## config.mk

```make
export PLATFORM = sky130hd
export DESIGN_NAME = adc_seq_top
export DESIGN_NICKNAME = d
export VERILOG_FILES = /design/src/rtl/adc_seq_pkg.sv /design/src/rtl/adc_prescaler.sv /design/src/rtl/adc_sequencer.sv /design/src/rtl/adc_sar.sv /design/src/rtl/adc_shadow.sv /design/src/rtl/adc_seq_top.sv
export SDC_FILE = /design/constraint.sdc
export NUM_CORES = 1
export LEC_CHECK = 0
export ABC_AREA = 0
export BUFFER_PORTS_ARGS = -buffer_cell sky130_fd_sc_hd__clkbuf_2
export CAP_MARGIN = 25
export CORE_AREA = 2 2 98 100
export CTS_CLUSTER_DIAMETER = 80
export CTS_CLUSTER_SIZE = 28
export DETAILED_ROUTE_END_ITERATION = 16
export DIE_AREA = 0 0 100 102
export RECOVER_POWER = 100
export SKIP_CTS_REPAIR_TIMING = 1
export SLEW_MARGIN = 20
export SYNTH_ARGS = -nofsm -noshare
export SYNTH_HDL_FRONTEND = slang
export SYNTH_HIERARCHICAL = 1
export SYNTH_SLANG_ARGS = --single-unit
```

## constraint.sdc

```tcl
create_clock -name clk -period 4.2 [get_ports clk]
set_input_delay 0.84 -clock clk [delete_from_list [all_inputs] [get_ports clk]]
set_output_delay 0.84 -clock clk [all_outputs]
set_load 0.02 [all_outputs]
```

## src/rtl/adc_seq_pkg.sv

```systemverilog
package adc_seq_pkg;
  localparam int HC_W = 6;
  localparam int LOCK_HALVES = 16;

  typedef enum logic [1:0] {
    MODE_FIRST  = 2'd0,
    MODE_NORMAL = 2'd1,
    MODE_AUTO   = 2'd2
  } conv_mode_e;

  function automatic logic [HC_W-1:0] total_halves(conv_mode_e m);
    case (m)
      MODE_FIRST: total_halves = HC_W'(50);
      MODE_AUTO:  total_halves = HC_W'(32);
      default:    total_halves = HC_W'(31);
    endcase
  endfunction

  function automatic logic [HC_W-1:0] sample_halves(conv_mode_e m);
    case (m)
      MODE_FIRST: sample_halves = HC_W'(27);
      MODE_AUTO:  sample_halves = HC_W'(4);
      default:    sample_halves = HC_W'(7);
    endcase
  endfunction
endpackage

```

## src/rtl/adc_prescaler.sv

```systemverilog
module adc_prescaler #(
  parameter int PSEL_W = 3,
  localparam int CNT_W = (1 << PSEL_W) - 1
) (
  input  logic              clk,
  input  logic              rst,
  input  logic              restart,
  input  logic              run,
  input  logic [PSEL_W-1:0] sel,
  output logic              tick
);
  logic [CNT_W-1:0] cnt_q;
  logic [CNT_W:0]   span;
  logic [CNT_W-1:0] limit;

  assign span  = (CNT_W+1)'(1) << sel;
  assign limit = CNT_W'(span - 1'b1);
  assign tick  = run && (cnt_q == limit);

  always_ff @(posedge clk) begin
    if (rst || restart || !run || tick) cnt_q <= '0;
    else                                cnt_q <= cnt_q + 1'b1;
  end

  a_r6_count_in_range: assert property (@(posedge clk) disable iff (rst)
    run |-> cnt_q <= limit);
endmodule

```

## src/rtl/adc_sequencer.sv

```systemverilog
module adc_sequencer
  import adc_seq_pkg::*;
#(
  parameter int PSEL_W = 3
) (
  input  logic              clk,
  input  logic              rst,
  input  logic              enable,
  input  logic              start_wr,
  input  logic              trig,
  input  logic              auto_en,
  input  logic              free_run,
  input  logic [PSEL_W-1:0] presc_sel,
  input  logic              tick,
  output logic              busy,
  output logic [PSEL_W-1:0] sel_q,
  output logic              go,
  output logic              at_sample,
  output logic              at_done,
  output logic              open_win
);
  localparam logic [HC_W-1:0] LOCK_H = HC_W'(LOCK_HALVES);

  logic            req_q, req_auto_q, first_pend_q, busy_q;
  logic [HC_W-1:0] hc_q, hc_nxt, s_lim, t_lim;
  conv_mode_e      mode_q;
  logic            launch, chain;

  assign s_lim     = sample_halves(mode_q);
  assign t_lim     = total_halves(mode_q);
  assign hc_nxt    = hc_q + 1'b1;
  assign at_sample = busy_q && tick && (hc_nxt == s_lim);
  assign at_done   = busy_q && tick && (hc_nxt == t_lim);
  assign chain     = at_done && free_run && enable;
  assign launch    = req_q && !busy_q && enable;
  assign go        = launch || chain;
  assign open_win  = !busy_q || (hc_q >= t_lim - LOCK_H);
  assign busy      = busy_q;

  always_ff @(posedge clk) begin
    if (rst) begin
      req_q        <= 1'b0;
      req_auto_q   <= 1'b0;
      first_pend_q <= 1'b1;
      busy_q       <= 1'b0;
      hc_q         <= '0;
      mode_q       <= MODE_NORMAL;
      sel_q        <= '0;
    end else begin
      req_q      <= (start_wr || (trig && auto_en)) && !busy_q && enable;
      req_auto_q <= trig && auto_en && !start_wr;
      if (!enable) first_pend_q <= 1'b1;
      if (launch) begin
        busy_q       <= 1'b1;
        hc_q         <= '0;
        sel_q        <= presc_sel;
        first_pend_q <= 1'b0;
        mode_q       <= first_pend_q ? MODE_FIRST :
                        (req_auto_q ? MODE_AUTO : MODE_NORMAL);
      end else if (chain) begin
        hc_q   <= '0;
        sel_q  <= presc_sel;
        mode_q <= MODE_NORMAL;
      end else if (at_done || !enable) begin
        busy_q <= 1'b0;
        hc_q   <= '0;
      end else if (busy_q && tick) begin
        hc_q <= hc_nxt;
      end
    end
  end

  a_r2_count_bound: assert property (@(posedge clk) disable iff (rst)
    busy_q |-> hc_q < t_lim);
  a_r9_sample_locked: assert property (@(posedge clk) disable iff (rst)
    at_sample |-> !open_win);
  a_r11_no_launch_busy: assert property (@(posedge clk) disable iff (rst)
    busy_q && !at_done |=> busy_q || !enable);
endmodule

```

## src/rtl/adc_sar.sv

```systemverilog
module adc_sar #(
  parameter int RES_W = 10,
  localparam int PTR_W = $clog2(RES_W + 1)
) (
  input  logic             clk,
  input  logic             rst,
  input  logic             at_sample,
  input  logic             at_done,
  input  logic             busy,
  input  logic             tick,
  input  logic             cmp,
  output logic [RES_W-1:0] result
);
  logic [RES_W-1:0] sar_q;
  logic [PTR_W-1:0] ptr_q, idx;
  logic             phase_q;

  assign idx = ptr_q - 1'b1;

  always_ff @(posedge clk) begin
    if (rst) begin
      sar_q   <= '0;
      ptr_q   <= '0;
      phase_q <= 1'b0;
    end else if (at_sample) begin
      sar_q   <= '0;
      ptr_q   <= PTR_W'(RES_W);
      phase_q <= 1'b0;
    end else if (busy && tick && ptr_q != '0) begin
      phase_q <= ~phase_q;
      if (phase_q) begin
        sar_q[idx] <= cmp;
        ptr_q      <= idx;
      end
    end
  end

  always_ff @(posedge clk) begin
    if (rst)          result <= '0;
    else if (at_done) result <= sar_q;
  end

  a_r7_bits_before_done: assert property (@(posedge clk) disable iff (rst)
    at_done |-> ptr_q == '0);
endmodule

```

## src/rtl/adc_shadow.sv

```systemverilog
module adc_shadow #(
  parameter int MUX_W = 4,
  parameter int REF_W = 2
) (
  input  logic             clk,
  input  logic             rst,
  input  logic             open_win,
  input  logic [MUX_W-1:0] mux_wr,
  input  logic [REF_W-1:0] ref_wr,
  output logic [MUX_W-1:0] mux_q,
  output logic [REF_W-1:0] ref_q
);
  always_ff @(posedge clk) begin
    if (rst) begin
      mux_q <= '0;
      ref_q <= '0;
    end else if (open_win) begin
      mux_q <= mux_wr;
      ref_q <= ref_wr;
    end
  end
endmodule

```

## src/rtl/adc_seq_top.sv

```systemverilog
module adc_seq_top #(
  parameter int MUX_W  = 4,
  parameter int REF_W  = 2,
  parameter int RES_W  = 10,
  parameter int PSEL_W = 3
) (
  input  logic              clk,
  input  logic              rst,
  input  logic              enable,
  input  logic              start_wr,
  input  logic              trig,
  input  logic              auto_en,
  input  logic              free_run,
  input  logic [PSEL_W-1:0] presc_sel,
  input  logic [MUX_W-1:0]  mux_wr,
  input  logic [REF_W-1:0]  ref_wr,
  input  logic              cmp,
  input  logic              flag_clr,
  output logic [MUX_W-1:0]  mux_q,
  output logic [REF_W-1:0]  ref_q,
  output logic              sample_o,
  output logic [RES_W-1:0]  result_o,
  output logic              flag_o
);
  logic              tick, busy, go, at_sample, at_done, open_win;
  logic [PSEL_W-1:0] sel_q;

  adc_prescaler #(.PSEL_W(PSEL_W)) u_presc (
    .clk(clk), .rst(rst), .restart(go), .run(busy), .sel(sel_q), .tick(tick)
  );

  adc_sequencer #(.PSEL_W(PSEL_W)) u_seq (
    .clk(clk), .rst(rst), .enable(enable), .start_wr(start_wr), .trig(trig),
    .auto_en(auto_en), .free_run(free_run), .presc_sel(presc_sel), .tick(tick),
    .busy(busy), .sel_q(sel_q), .go(go), .at_sample(at_sample),
    .at_done(at_done), .open_win(open_win)
  );

  adc_sar #(.RES_W(RES_W)) u_sar (
    .clk(clk), .rst(rst), .at_sample(at_sample), .at_done(at_done),
    .busy(busy), .tick(tick), .cmp(cmp), .result(result_o)
  );

  adc_shadow #(.MUX_W(MUX_W), .REF_W(REF_W)) u_shadow (
    .clk(clk), .rst(rst), .open_win(open_win), .mux_wr(mux_wr),
    .ref_wr(ref_wr), .mux_q(mux_q), .ref_q(ref_q)
  );

  always_ff @(posedge clk) begin
    if (rst) begin
      sample_o <= 1'b0;
      flag_o   <= 1'b0;
    end else begin
      sample_o <= at_sample;
      if (at_done)       flag_o <= 1'b1;
      else if (flag_clr) flag_o <= 1'b0;
    end
  end

  a_r8_flag_sticky: assert property (@(posedge clk) disable iff (rst)
    flag_o && !flag_clr |=> flag_o);
  a_r9_frozen_at_sample: assert property (@(posedge clk) disable iff (rst)
    sample_o |-> $stable(mux_q) && $stable(ref_q));
  a_r3_strobe_single: assert property (@(posedge clk) disable iff (rst)
    sample_o |=> !sample_o);
endmodule

```

### Yosys cells after proc, flatten, opt, wreduce, memory -nomap -nowiden

Index checks and enable logic that the tools add are counted.

* memories: 0
* logic and storage cells: 90
* input port bits: 18
* bits in read-only memories: 0
* RAM bits: 0
* register bits after elaboration: 55
* bits in latches: 0

* bitwise operators: 1
* $lt $le $gt $ge: 3
* reductions and logical operators: 36
* multiplexer cells: 21
* div/mod/pow operators: 0
* shift-type cells: 1
* add/sub/neg operators: 5
* equality and inequality tests: 6
* multipliers: 0

Operators by type and width (number)
* logical AND 1 bit: 14
* two-way mux 4 bit: 3
* one-hot mux 6 bit (2 select lines): 1
* bitwise mux 10 bit: 1
* one-hot mux 5 bit (2 select lines): 1
* nonzero test 2 bit: 5
* two-way mux 1 bit: 8
* two-way mux 2 bit: 4
* adder 7 x 1 -> 7 bit (second input constant): 1
* equality test 7 bit: 1
* logical OR 1 bit: 7
* left shift 1 x 3 -> 7 bit (first input constant): 1
* subtractor 7 x 1 -> 7 bit (second input constant): 1
* adder 6 x 1 -> 6 bit (second input constant): 1
* equality test 6 x 5 -> 1 bit: 1
* equality test 6 bit: 1
* greater-or-equal comparator 6 bit: 1
* two-way mux 3 bit: 2
* AND reduction 2 bit: 3
* subtractor 6 x 5 -> 6 bit (second input constant): 1
* less-than comparator 4 x 5 -> 1 bit (second input constant): 1
* demux 1 bit (select 4 bit): 1
* greater-or-equal comparator 4 x 1 -> 1 bit (second input constant): 1
* != test 2 x 1 -> 1 bit (second input constant): 2
* 8 further kinds: 10

### Depth between registers and ports, before layout

* depth after elaboration: 12
* gate-level depth with buffers: 14
* gate-level depth less buffers: 12

### Hierarchy

Netlist, hierarchy kept.

Modules (own cells, without submodules)
* adc_sar: area each 1199.9 µm², instances 1, cells an instance 126
* adc_sequencer: area each 1198.6 µm², instances 1, cells an instance 148
* adc_prescaler: area each 480.5 µm², instances 1, cells an instance 53
* adc_shadow: area each 214.0 µm², instances 1, cells an instance 19
* adc_seq_top: area each 65.1 µm², instances 1, cells an instance 6

### Worst setup path after synthesis

OpenSTA, ideal clock, no wires.

* path kind: reg-to-reg
* start: register u_seq.sel_q[1]
* end: register u_sar.result[0]
* cell stages (with the launch flop): 15
* setup slack: 1.021 ns
* arrival time: 3.051 ns
* required time: 4.072 ns
* library setup time: 0.128 ns
* buffers on the path: 3
* period minus slack after synthesis: 3.179 ns
* cell sequence: dfxtp_1 > buf_6 > a21o_1 > a211o_1 > a221oi_4 > and3_1 > and3b_1 > nand3_1 > o2bb2ai_1 > o2111ai_1 > buf_6 > inv_1 > clkbuf_1 > mux2i_1 > nor2_1

* longest elaborated chain between the ends: 6

RTL lines
* start: declaration: line adc_sequencer.sv:16 `output logic [PSEL_W-1:0] sel_q,`
* start signal: assignment: line adc_sequencer.sv:56 `sel_q <= presc_sel;`
* start signal: assignment: line adc_sequencer.sv:62 `sel_q <= presc_sel;`
* left shift 1 x 3 -> 7 bit: line adc_prescaler.sv:16 `assign span = (CNT_W+1)'(1) << sel;`
* subtractor 7 x 1 -> 7 bit: line adc_prescaler.sv:17 `assign limit = CNT_W'(span - 1'b1);`
* equality test 7 bit: line adc_prescaler.sv:18 `assign tick = run && (cnt_q == limit);`
* logical AND 1 bit: line adc_prescaler.sv:18
* named net tick: line adc_seq_top.sv:25 `logic tick, busy, go, at_sample, at_done, open_win;`
* logical AND 1 bit (2 in a row): line adc_sequencer.sv:33 `assign at_done = busy_q && tick && (hc_nxt == t_lim);`
* named net at_done: line adc_seq_top.sv:25
* end signal: assignment: line adc_sar.sv:40 `else if (at_done) result <= sar_q;`
* end: declaration: line adc_sar.sv:12 `output logic [RES_W-1:0] result`

The timed path passes the listed nets, and every way through them passes these cells.
A chain may end at the register's enable or synchronous reset.

### Worst setup path in the final report

* start: register u_seq.sel_q[1]
* end: register u_sar.sar_q[8]

* longest elaborated chain between the ends: 7
* elaborated cells on any way between the ends: 9
* those cells by class: add/sub: 1; eq/ne: 1; shift: 1; reduce/logical: 6

RTL lines
* left shift 1 x 3 -> 7 bit: line adc_prescaler.sv:16
* subtractor 7 x 1 -> 7 bit: line adc_prescaler.sv:17
* equality test 7 bit: line adc_prescaler.sv:18
* logical AND 1 bit: line adc_prescaler.sv:18
* named net tick: line adc_seq_top.sv:25
* logical AND 1 bit (2 in a row): line adc_sequencer.sv:32 `assign at_sample = busy_q && tick && (hc_nxt == s_lim);`
* named net at_sample: line adc_seq_top.sv:25
* OR reduction 2 bit (no line)
* end signal: indexed assignment: line adc_sar.sv:32 `sar_q[idx] <= cmp;`
* end: declaration: line adc_sar.sv:14 `logic [RES_W-1:0] sar_q;`

The timed path passes the listed nets, and every way through them passes these cells.

==> run metrics <==
R2R Path End=u_sar/sar_q[8]$_SDFFE_PP0P_; H-Tree Depth=2; Syn. warnings=6; post-route minimum period=3760 ps; # fillers=947; Worst Setup SP=u_seq/sel_q[1]$_SDFFE_PP0P_; Clock Tree Root=clkbuf_8; sw power=0.000233 W; synthesized area per cell=8.97 um2; worst hold path endpoint=u_sar/sar_q[9]$_SDFFE_PP0P_; vias after detailed routing=2,594; # port buffers=35; asr flop ratio synth=0; CP Capture Type=flop; Hold Startpoint=u_sar/sar_q[9]$_SDFFE_PP0P_; Final Hold Viols=0; Synth Instances=352; Final setup viols=0; number of synthesized flops with an enable pin=0; status=complete, no violations; Setup TNS=0 ps; Hold Crit Class=flop to flop; Antenna Cells=0; skew final=6.02 ps; layout cells sized above 1=0.115; worst hold slack=467 ps; total gr overflow=0; I/O pins=36; Synth cell types=65; number of global-route vias before repair=between 2,000 and 3,000; Initial Util=0.347; hold depth=2; Comb power frac=0.090; finished layout cell area=~3400 um2; routability cong.=0.840; worst path arrival time=3950 ps; max-cap violation count=0; Worst Max-Slew Pin Slew=1430 ps; Clock Path Buffers=2; WL per Instance=13.5 um; worst skew pair latency=310 ps; register area share after synthesis=0.349; Die W=approximately 100 um; drt pass-1 iters=4; worst r2r src=u_seq/sel_q[1]$_SDFFE_PP0P_; Tcrit/Tclk final=0.896; total wire length=6640 um; CTS tree=done; Mapped Area=3160 um2; Vert. Die Dim=between 100 and 150 um; Setup CP Type=flop to flop; Total GRT Usage=0.136; drt drc=0; peak supply drop=0.000116 V; P_leak=1.33 nW; largest net degree at the start of global routing=28; Syn Nets=~380; prevailing post-synth register cell=dfxtp_1; fin. max-slew vios=0; first-pass GRT wire length=11,400 um; internal power=0.000679 W; nets=between 400 and 500; fin util=0.374; Slew HR=0.0462; vias per cell=5.26; reg-to-reg slack, setup=440 ps; most common cell after layout, fill and taps aside=dfxtp_1; Clock Power Share=0.318; Reg clk slew, reported paths=approximately 90 ps; CP Max Fanout=11; core area=9110 um2; Area Growth Syn to Fin=7.77%; site row count=35; critical path required time=4380 ps; Net Sw Frac=0.255; Iteration-0 DRC Markers=142; placed cell area=3370 um2; Final ANT Viol Nets=0; post-DP HPWL=4780 um; type of origin of the critical path=flop; most frequent cells in the layout=55 x dfxtp_1, 43 x nor2_1, 36 x nand2_1; Power Density=268 nW/um2; reg2reg path depth=10; initial antenna violation count=0; Sink Count=55; RSZ-0062 raised after global routing=no; Fmax=between 200 and 300 MHz; Die Area=between 10,000 and 15,000 um2; Yosys reg bits=55; CTS Buf Count=5; Sequential Power Share=0.592
-- power by group through the flow --
stage,Combinational (W),Sequential (W),Clock [W]
global placement,0.0000840,0.000551,0
global route,0.0000915,0.000541,0.000322
detailed placement,0.0000858,0.000552,0
floorplan,0.0000628,0.000551,0
finish,0.0000819,0.000539,0.000290
CTS,0.0000859,0.000540,0.000309
-- routing by layer --
metal | part of all wire | GRT usage | wire length, um
met1 | 0.50 | 0.179 | 3320
met2 | 0.45 | 0.226 | 2970
met3 | 0.039 | 0.0233 | 256
met4 | 0.014 | 0.0464 | 91
met5 | 0 | 0 | 0
-- how the worst max path moves through the flow --
| stage | end | slack, ps | cells after the start |
|---|---|---|---|
| after floorplan | u_sar/result[0]$_SDFFE_PP0P_ | 1020 | 14 |
| after global placement | u_sar/sar_q[8]$_SDFFE_PP0P_ | 700 | 10 |
| after detailed placement | u_sar/sar_q[8]$_SDFFE_PP0P_ | 520 | 10 |
| after global routing | u_sar/sar_q[8]$_SDFFE_PP0P_ | 130 | 10 |
| final | u_sar/sar_q[8]$_SDFFE_PP0P_ | 440 | 10 |
| after CTS | u_sar/sar_q[8]$_SDFFE_PP0P_ | 490 | 10 |
-- layout make-up --
cell class / count / area, um2 / area share
flip-flops and latches: 55 / 1100 / 0.324
clock inverters: 2 / 12.5 / 0.00368
multi-input cells: 268 / 1860 / 0.546
inverters: 13 / 48.8 / 0.0143
clock buffers: 6 / 72.6 / 0.0213
repair buffers: 38 / 170 / 0.0500
well taps: 111 / 139 / 0.0408
-- worst max-delay path, stage by stage, from the launching register on --
cell and delay, ps:
dfxtp_1 520, nor2_1 100, a211o_1 330, a221oi_4 400, and3_1 390, nand2_1 240, or4b_1 550, a21oi_1 280
nor2_1 260, nand2_1 430, mux2i_1 130
-- Yosys cell counts, types with 4 or more instances --
cell type | instances | area, um2
nand4_1 | 4 | 25.0
nand3_1 | 13 | 65.1
nor3b_1 | 7 | 52.6
xor2_1 | 8 | 70.1
xnor2_1 | 13 | 114
buf_6 | 8 | 90.1
a21oi_1 | 10 | 50.1
nand2_1 | 35 | 131
o21ai_0 | 7 | 35.0
nor2_1 | 43 | 161
dfxtp_1 | 55 | 1100
ha_1 | 13 | 163
and3_1 | 4 | 25.0
nor2b_1 | 5 | 31.3
nor3_1 | 11 | 55.1
a32oi_1 | 4 | 35.0
clkbuf_1 | 6 | 22.5
a211oi_1 | 6 | 45.0
mux2i_1 | 27 | 270
inv_1 | 13 | 48.8
-- state kept, by name (all words and copies together) (netlist names), 2 cells and up --
register	flops
u_sar/result	10
u_seq/sel_q	3
u_seq/hc_q	6
u_sar/sar_q	10
u_seq/mode_q	2
u_presc/cnt_q	7
u_shadow/ref_q	2
u_shadow/mux_q	4
u_sar/ptr_q	4
-- through the flow --
step,std cells,power [W],setup WS [ps]
detailed placement,485,0.000637,517
global placement,485,0.000635,701
CTS,493,0.000934,486
finish,493,0.000912,436
global route,493,0.000955,127
floorplan,352,0.000614,1020
-- logic make-up after synthesis --
| logic type | share of synthesized area |
|---|---|
| muxes | 0.0927 |
| DFF | 0.349 |
| and+or+nand+nor | 0.245 |
| adders and majority gates | 0.0515 |
| buffers and inverters | 0.0551 |
| AOI/OAI and AO/OA | 0.149 |
| xor gates and xnor gates | 0.0582 |
(Power assumes the default switching activity.)
